--- src/rtl/vcal_pkg.sv ---
package vcal_pkg;
    typedef enum logic [1:0] {
        ST_OFF   = 2'd0,
        ST_SWEEP = 2'd1,
        ST_READY = 2'd2,
        ST_WATCH = 2'd3
    } vcal_state_e;

    localparam logic [1:0] REF_PATH_ON = 2'b11;
endpackage

--- src/rtl/vcal_refwin.sv ---
// Counts reference pulses and flags the pulse that closes a measurement window.
module vcal_refwin #(
    parameter int WIN_REFS = 1024,
    parameter int REF_W    = $clog2(WIN_REFS)
) (
    input  logic clk,
    input  logic rst_n,
    input  logic run,
    input  logic ref_tick,
    output logic close
);
    localparam logic [REF_W-1:0] LAST_REF = REF_W'(WIN_REFS - 1);

    logic [REF_W-1:0] refs;

    assign close = run && ref_tick && (refs == LAST_REF);

    always_ff @(posedge clk) begin
        if (!rst_n || !run || close) begin
            refs <= '0;
        end else if (ref_tick) begin
            refs <= refs + REF_W'(1);
        end
    end

    AST_WIN_RESTART: assert property (@(posedge clk) disable iff (!rst_n)
        close |=> (refs == '0));
endmodule

--- src/rtl/vcal_vcocount.sv ---
// Saturating counter of divided VCO pulses within the current window.
module vcal_vcocount #(
    parameter int CNT_W = 16
) (
    input  logic             clk,
    input  logic             rst_n,
    input  logic             run,
    input  logic             close,
    input  logic             vco_tick,
    output logic [CNT_W-1:0] meas
);
    localparam logic [CNT_W-1:0] CNT_MAX = {CNT_W{1'b1}};

    logic [CNT_W-1:0] cnt;

    always_comb begin
        if (vco_tick && (cnt != CNT_MAX)) begin
            meas = cnt + CNT_W'(1);
        end else begin
            meas = cnt;
        end
    end

    always_ff @(posedge clk) begin
        if (!rst_n || !run || close) begin
            cnt <= '0;
        end else begin
            cnt <= meas;
        end
    end

    AST_SAT_HOLD: assert property (@(posedge clk) disable iff (!rst_n)
        (run && !close && cnt == CNT_MAX) |=> (cnt == CNT_MAX));
endmodule

--- src/rtl/vcal_judge.sv ---
// Distance to target and acceptance band test for one window count.
module vcal_judge #(
    parameter int CNT_W = 16
) (
    input  logic [CNT_W-1:0] meas,
    input  logic [CNT_W-1:0] target,
    input  logic [CNT_W-1:0] tolerance,
    output logic [CNT_W-1:0] err,
    output logic             out_band
);
    logic [CNT_W:0] hi_lim;
    logic [CNT_W:0] lo_sum;

    always_comb begin
        err      = (meas >= target) ? (meas - target) : (target - meas);
        hi_lim   = {1'b0, target} + {1'b0, tolerance};
        lo_sum   = {1'b0, meas} + {1'b0, tolerance};
        out_band = ({1'b0, meas} > hi_lim) || (lo_sum < {1'b0, target});
    end
endmodule

--- src/rtl/vcal_monitor.sv ---
// Coarse band calibration sweep and locked-state drift watch.
module vcal_monitor
    import vcal_pkg::*;
#(
    parameter int WIN_REFS = 1024,
    parameter int CNT_W    = 16,
    parameter int CODE_W   = 4
) (
    input  logic              clk,
    input  logic              rst_n,
    input  logic [1:0]        ref_mode,
    input  logic              ref_tick,
    input  logic              vco_tick,
    input  logic              locked,
    input  logic [CNT_W-1:0]  target,
    input  logic [CNT_W-1:0]  tolerance,
    input  logic              irq_clr,
    output logic [CODE_W-1:0] coarse_code,
    output logic              cal_done,
    output logic              drift_irq
);
    localparam int                NCODES    = 1 << CODE_W;
    localparam int                REF_W     = (WIN_REFS > 1) ? $clog2(WIN_REFS) : 1;
    localparam logic [CODE_W-1:0] LAST_CODE = CODE_W'(NCODES - 1);
    localparam logic [CNT_W-1:0]  ERR_MAX   = {CNT_W{1'b1}};

    vcal_state_e       st, nxt;
    logic              mode_ok, run, close, out_band, better;
    logic [CNT_W-1:0]  meas, err, best_err;
    logic [CODE_W-1:0] code, best_code;
    logic              miss_prev, irq, irq_set;

    assign mode_ok = (ref_mode == REF_PATH_ON);
    assign run     = (st == ST_SWEEP) || (st == ST_WATCH);
    assign better  = (err < best_err);
    assign irq_set = (st == ST_WATCH) && mode_ok && locked && close && out_band && miss_prev;

    vcal_refwin #(.WIN_REFS(WIN_REFS), .REF_W(REF_W)) u_refwin (
        .clk(clk), .rst_n(rst_n), .run(run), .ref_tick(ref_tick), .close(close)
    );

    vcal_vcocount #(.CNT_W(CNT_W)) u_vcocount (
        .clk(clk), .rst_n(rst_n), .run(run), .close(close),
        .vco_tick(vco_tick), .meas(meas)
    );

    vcal_judge #(.CNT_W(CNT_W)) u_judge (
        .meas(meas), .target(target), .tolerance(tolerance),
        .err(err), .out_band(out_band)
    );

    // next-state logic
    always_comb begin
        nxt = st;
        unique case (st)
            ST_OFF: begin
                if (mode_ok) nxt = ST_SWEEP;
            end
            ST_SWEEP: begin
                if (!mode_ok) nxt = ST_OFF;
                else if (close && code == LAST_CODE) nxt = ST_READY;
            end
            ST_READY: begin
                if (!mode_ok) nxt = ST_OFF;
                else if (locked) nxt = ST_WATCH;
            end
            ST_WATCH: begin
                if (!mode_ok) nxt = ST_OFF;
                else if (!locked) nxt = ST_READY;
            end
            default: nxt = ST_OFF;
        endcase
    end

    // state register
    always_ff @(posedge clk) begin
        if (!rst_n) st <= ST_OFF;
        else        st <= nxt;
    end

    // datapath registers
    always_ff @(posedge clk) begin
        if (!rst_n || !mode_ok) begin
            code      <= '0;
            best_code <= '0;
            best_err  <= ERR_MAX;
            miss_prev <= 1'b0;
            irq       <= 1'b0;
        end else begin
            irq <= irq_set | (irq & ~irq_clr);
            unique case (st)
                ST_OFF: begin
                    code      <= '0;
                    best_code <= '0;
                    best_err  <= ERR_MAX;
                    miss_prev <= 1'b0;
                end
                ST_SWEEP: begin
                    if (close) begin
                        if (better) begin
                            best_code <= code;
                            best_err  <= err;
                        end
                        if (code == LAST_CODE) code <= better ? code : best_code;
                        else                   code <= code + CODE_W'(1);
                    end
                end
                ST_READY: begin
                    miss_prev <= 1'b0;
                end
                ST_WATCH: begin
                    if (!locked)    miss_prev <= 1'b0;
                    else if (close) miss_prev <= out_band;
                end
                default: miss_prev <= 1'b0;
            endcase
        end
    end

    // outputs
    always_comb begin
        coarse_code = code;
        drift_irq   = irq;
        cal_done    = (st == ST_READY) || (st == ST_WATCH);
    end

    AST_INACTIVE_QUIET: assert property (@(posedge clk) disable iff (!rst_n)
        !mode_ok |=> (!cal_done && coarse_code == '0 && !drift_irq));
    AST_SWEEP_STEP: assert property (@(posedge clk) disable iff (!rst_n)
        (st == ST_SWEEP && mode_ok && close && coarse_code != LAST_CODE)
        |=> (coarse_code == $past(coarse_code) + CODE_W'(1)));
    AST_SWEEP_HOLD: assert property (@(posedge clk) disable iff (!rst_n)
        (st == ST_SWEEP && mode_ok && !close) |=> $stable(coarse_code));
    AST_DONE_AFTER_LAST: assert property (@(posedge clk) disable iff (!rst_n)
        $rose(cal_done) |-> $past(st == ST_SWEEP && close && coarse_code == LAST_CODE));
    AST_IRQ_STICKY: assert property (@(posedge clk) disable iff (!rst_n)
        (drift_irq && !irq_clr && mode_ok) |=> drift_irq);
    AST_IRQ_LOCKED: assert property (@(posedge clk) disable iff (!rst_n)
        $rose(drift_irq) |-> $past(locked && st == ST_WATCH));
    AST_IRQ_TWO_MISSES: assert property (@(posedge clk) disable iff (!rst_n)
        $rose(drift_irq) |-> $past(miss_prev && out_band && close));
endmodule

--- config.mk ---
export PLATFORM = sky130hd
export DESIGN_NAME = vcal_monitor
export DESIGN_NICKNAME = d
export VERILOG_FILES = /design/src/rtl/vcal_pkg.sv /design/src/rtl/vcal_refwin.sv /design/src/rtl/vcal_vcocount.sv /design/src/rtl/vcal_judge.sv /design/src/rtl/vcal_monitor.sv
export SDC_FILE = /design/constraint.sdc
export NUM_CORES = 1
export LEC_CHECK = 0
export ABC_AREA = 1
export BUFFER_PORTS_ARGS = -buffer_cell sky130_fd_sc_hd__buf_2
export CORE_ASPECT_RATIO = 1.5
export CORE_MARGIN = 1.5
export CORE_UTILIZATION = 57
export CTS_BUF_LIST = sky130_fd_sc_hd__clkbuf_4 sky130_fd_sc_hd__clkbuf_8 sky130_fd_sc_hd__clkbuf_16
export CTS_CLUSTER_SIZE = 10
export DETAILED_ROUTE_END_ITERATION = 10
export GPL_TIMING_DRIVEN = 1
export PLACE_DENSITY = 0.79
export SETUP_SLACK_MARGIN = 0.02
export SLEW_MARGIN = 40
export SYNTH_ARGS = -nofsm -noshare
export SYNTH_HDL_FRONTEND = slang
export SYNTH_SLANG_ARGS = --single-unit
--- constraint.sdc ---
create_clock -name clk -period 4.5 [get_ports clk]
set_input_delay 0.225 -clock clk [delete_from_list [all_inputs] [get_ports clk]]
set_output_delay 0.225 -clock clk [all_outputs]
set_load 0.005 [all_outputs]
==> metrics.txt <==
Synth cell types=47; Max Buffers Root-to-Sink=2; status=finished, violations left; CP max FO=14; failing checks=negative setup slack; drt initial violations=595; cell row count=49; Final Hold Viols=0; ant diodes=0; number of flops mapped to enable cells by yosys=0; Max Slew Vio Count=0; CP Class=register to register; RSZ-0062 raised after global routing=true; first-pass GRT wire length=31,000 um; Worst-Skew Late Latency=0.31 ns; TritonCTS clock tree=done; Die Span Y=138 um; IO buf count=45; vias=8,182; crit path max-delay cell type=a21oi_2; clock-pin transition on the worst setup and hold timing paths=0.08 ns; dpl ws=-0.288 ns; Die Wd=92.9 um; max-cap violations=0; Worst Path Arrival=5.11 ns; Worst Path Required=4.69 ns; Final nets=1,401; Post-Syn Instances=1,056; Overall Global Routing Usage=0.304; skew final=0.00924 ns; combinational power share=0.416; synth warn=0; drt pass-1 iters=7; worst slew pin tran=0.644 ns; minimum clock period after layout=4.92 ns; share of the synthesized area in the top cell type=0.203; cts bufs inserted=5; Final setup violation count=26; fmax=203 MHz; H-tree levels=2; setup TNS=-8.43 ns; final worst slack=-0.419 ns; detailed placement HPWL=15,400 um; internal power component=1.02 mW; asr flop ratio synth=0; Lkg Pwr=4.96 nW; # IOs=46; CP peak stage delay=0.38 ns; Seq cells post-synth=54; Filler Cells Inserted=739; count leader, synth=nand2_1; root buffer cell=clkbuf_16; starting density of the core=0.580; mapped cell area=6900 um2; relative slew slack=0.569; remaining antenna violation count=0; Seq/Total Area, Yosys=0.157; Core Area=11,900 um2; DRC violation count after routing=0; Setup crit end kind=register; Seq pwr share=0.295; share of cells above drive strength 1=0.325; Sw Ratio=0.377; initial antenna violation count=0; clock share of power=0.289; vias in the first global route=7,319; via density per instance=5.85; period utilisation layout=1.09; Top FF cell, synth=dfxtp_1; PD cells=171 nW/um2; final WL=24,900 um; startpoint class of the critical path=register; syn_area_per_cell=6.54 um2; Sink Count=54; Synth area leader=ha_1; Net Switching=0.619 mW; pin count of the biggest net entering global routing=26; area of the die=12,800 um2; routed length per instance=17.8 um; commonest cells in the netlist=nand2_1 (263), inv_1 (162), ha_1 (112); grt total ovfl=0; reg2reg setup slack=-0.42 ns; Min-Delay Path Class=input pin to register; Final GP Congestion=0.967; VDD IR-drop max=136 uV; post-synth net total=1,212; Area contributors post-synth=ha_1 (20%), dfxtp_1 (16%), nand2_1 (14%); Area Growth Syn to Fin=38.9%
==> through the flow <==
step / total power, mW / util / hold slack, ns / instances / cell area [um2]
2_1_floorplan: 0.848 / - / 0.314 / 1056 / 6910
3_3_place_gp: 1.01 / 0.684 / 0.439 / 1361 / 8140
3_5_place_dp: 1.02 / 0.685 / 0.451 / 1361 / 8150
4_1_cts: 1.50 / 0.724 / 0.160 / 1373 / 8610
5_1_grt: 1.71 / 0.806 / 0.201 / 1399 / 9590
6_report: 1.64 / 0.806 / 0.156 / 1399 / 9590
==> cells by family after synthesis <==
kind of cell | share of synthesized area
flops | 0.157
fa+ha+maj | 0.215
simple gates | 0.275
compound gates | 0.154
buf+inv | 0.105
xor+xnor | 0.0951
==> power groups by stage <==
stage          registers [mW]  logic (mW)  clock network [mW]
2_1_floorplan           0.494       0.355                   0
3_3_place_gp            0.495       0.516                   0
4_1_cts                 0.484       0.553               0.468
6_report                0.484       0.684               0.475
3_5_place_dp            0.495       0.527                   0
5_1_grt                 0.485       0.741               0.487
==> layout by cell type, fill, tap and decap left out, types with 6 or more instances in the layout <==
| cell type | Yosys | layout |
|---|---|---|
| nand2_1 | 263 | 229 |
| inv_1 | 162 | 143 |
| buf_4 | 4 | 139 |
| ha_1 | 112 | 84 |
| nor2_1 | 93 | 77 |
| a21oi_1 | 84 | 67 |
| xor2_1 | 61 | 49 |
| dfxtp_1 | 54 | 49 |
| buf_2 | 1 | 45 |
| nand3_1 | 39 | 28 |
| nand2_2 | 3 | 27 |
| ha_4 | 0 | 26 |
| a21oi_2 | 9 | 24 |
| inv_2 | 8 | 24 |
| o21ai_0 | 44 | 23 |
| nor2_4 | 3 | 15 |
| o21ai_1 | 4 | 14 |
| xnor2_1 | 14 | 13 |
| o21ai_2 | 1 | 11 |
| nor3_1 | 17 | 11 |
| nand4_1 | 10 | 10 |
| nand2_4 | 0 | 10 |
| xor2_2 | 0 | 10 |
| nand3_2 | 0 | 9 |
| a21o_1 | 8 | 8 |
| buf_6 | 3 | 8 |
| o21a_1 | 7 | 7 |
| nor2_2 | 2 | 6 |
==> final cells by class <==
class                           count  area, um2  share of cell area
Inverter                          170        653              0.0681
Clock buffer                        5        125              0.0131
Timing Repair Buffer              195       1400               0.146
Multi-Input combinational cell    819       6080               0.634
Tap cell                          153        191              0.0200
Sequential cell                    54       1090               0.113
Clock inverter                      3       43.8             0.00457
==> worst max-delay path: cells and delay by family, from the launching register on <==
family,cells,cell delay (ns)
AO/OA/AOI/OAI,7,1.28
XOR/XNOR,1,0.21
adder cells (fa/ha/maj),3,0.67
buffers and inverters,6,0.65
AND/OR/NAND/NOR,14,1.63
flip-flops,1,0.35
==> worst paths after layout <==
| kind | startpoint | cells past startpoint | endpoint |
|---|---|---|---|
| max | u_vcocount.cnt[1] | 31 | best_err[1] |
| min | irq_clr | 4 | drift_irq |
| max reg2reg | u_vcocount.cnt[1] | 31 | best_err[1] |
| min reg2reg | drift_irq | 2 | drift_irq |
==> repair_timing <==
item,CTS,global route
endpoints found under the hold margin,0,0
hold buffers,0,0
pin swaps,21,82
gates resized for setup,57,188
setup endpoints to repair,24,26
setup buffers,4,28
==> flip-flops by register name (all words and copies together), names as in the netlist <==
signal	flops
best_err	16
u_vcocount.cnt	16
u_refwin.refs	10
best_code	4
coarse_code	4
st	2
drift_irq	1
miss_prev	1
==> routing by layer <==
layer | global-route usage | routed length, um | vias up | part of all wire
met1 | 0.292 | 8680 | 3796 | 0.35
met4 | 0.189 | 2130 | 0 | 0.085
met5 | 0 | 0 | - | 0
li1 | - | - | 3776 | -
met3 | 0.0226 | 1350 | 179 | 0.054
met2 | 0.612 | 12700 | 431 | 0.51
(Power assumes the default switching activity.)
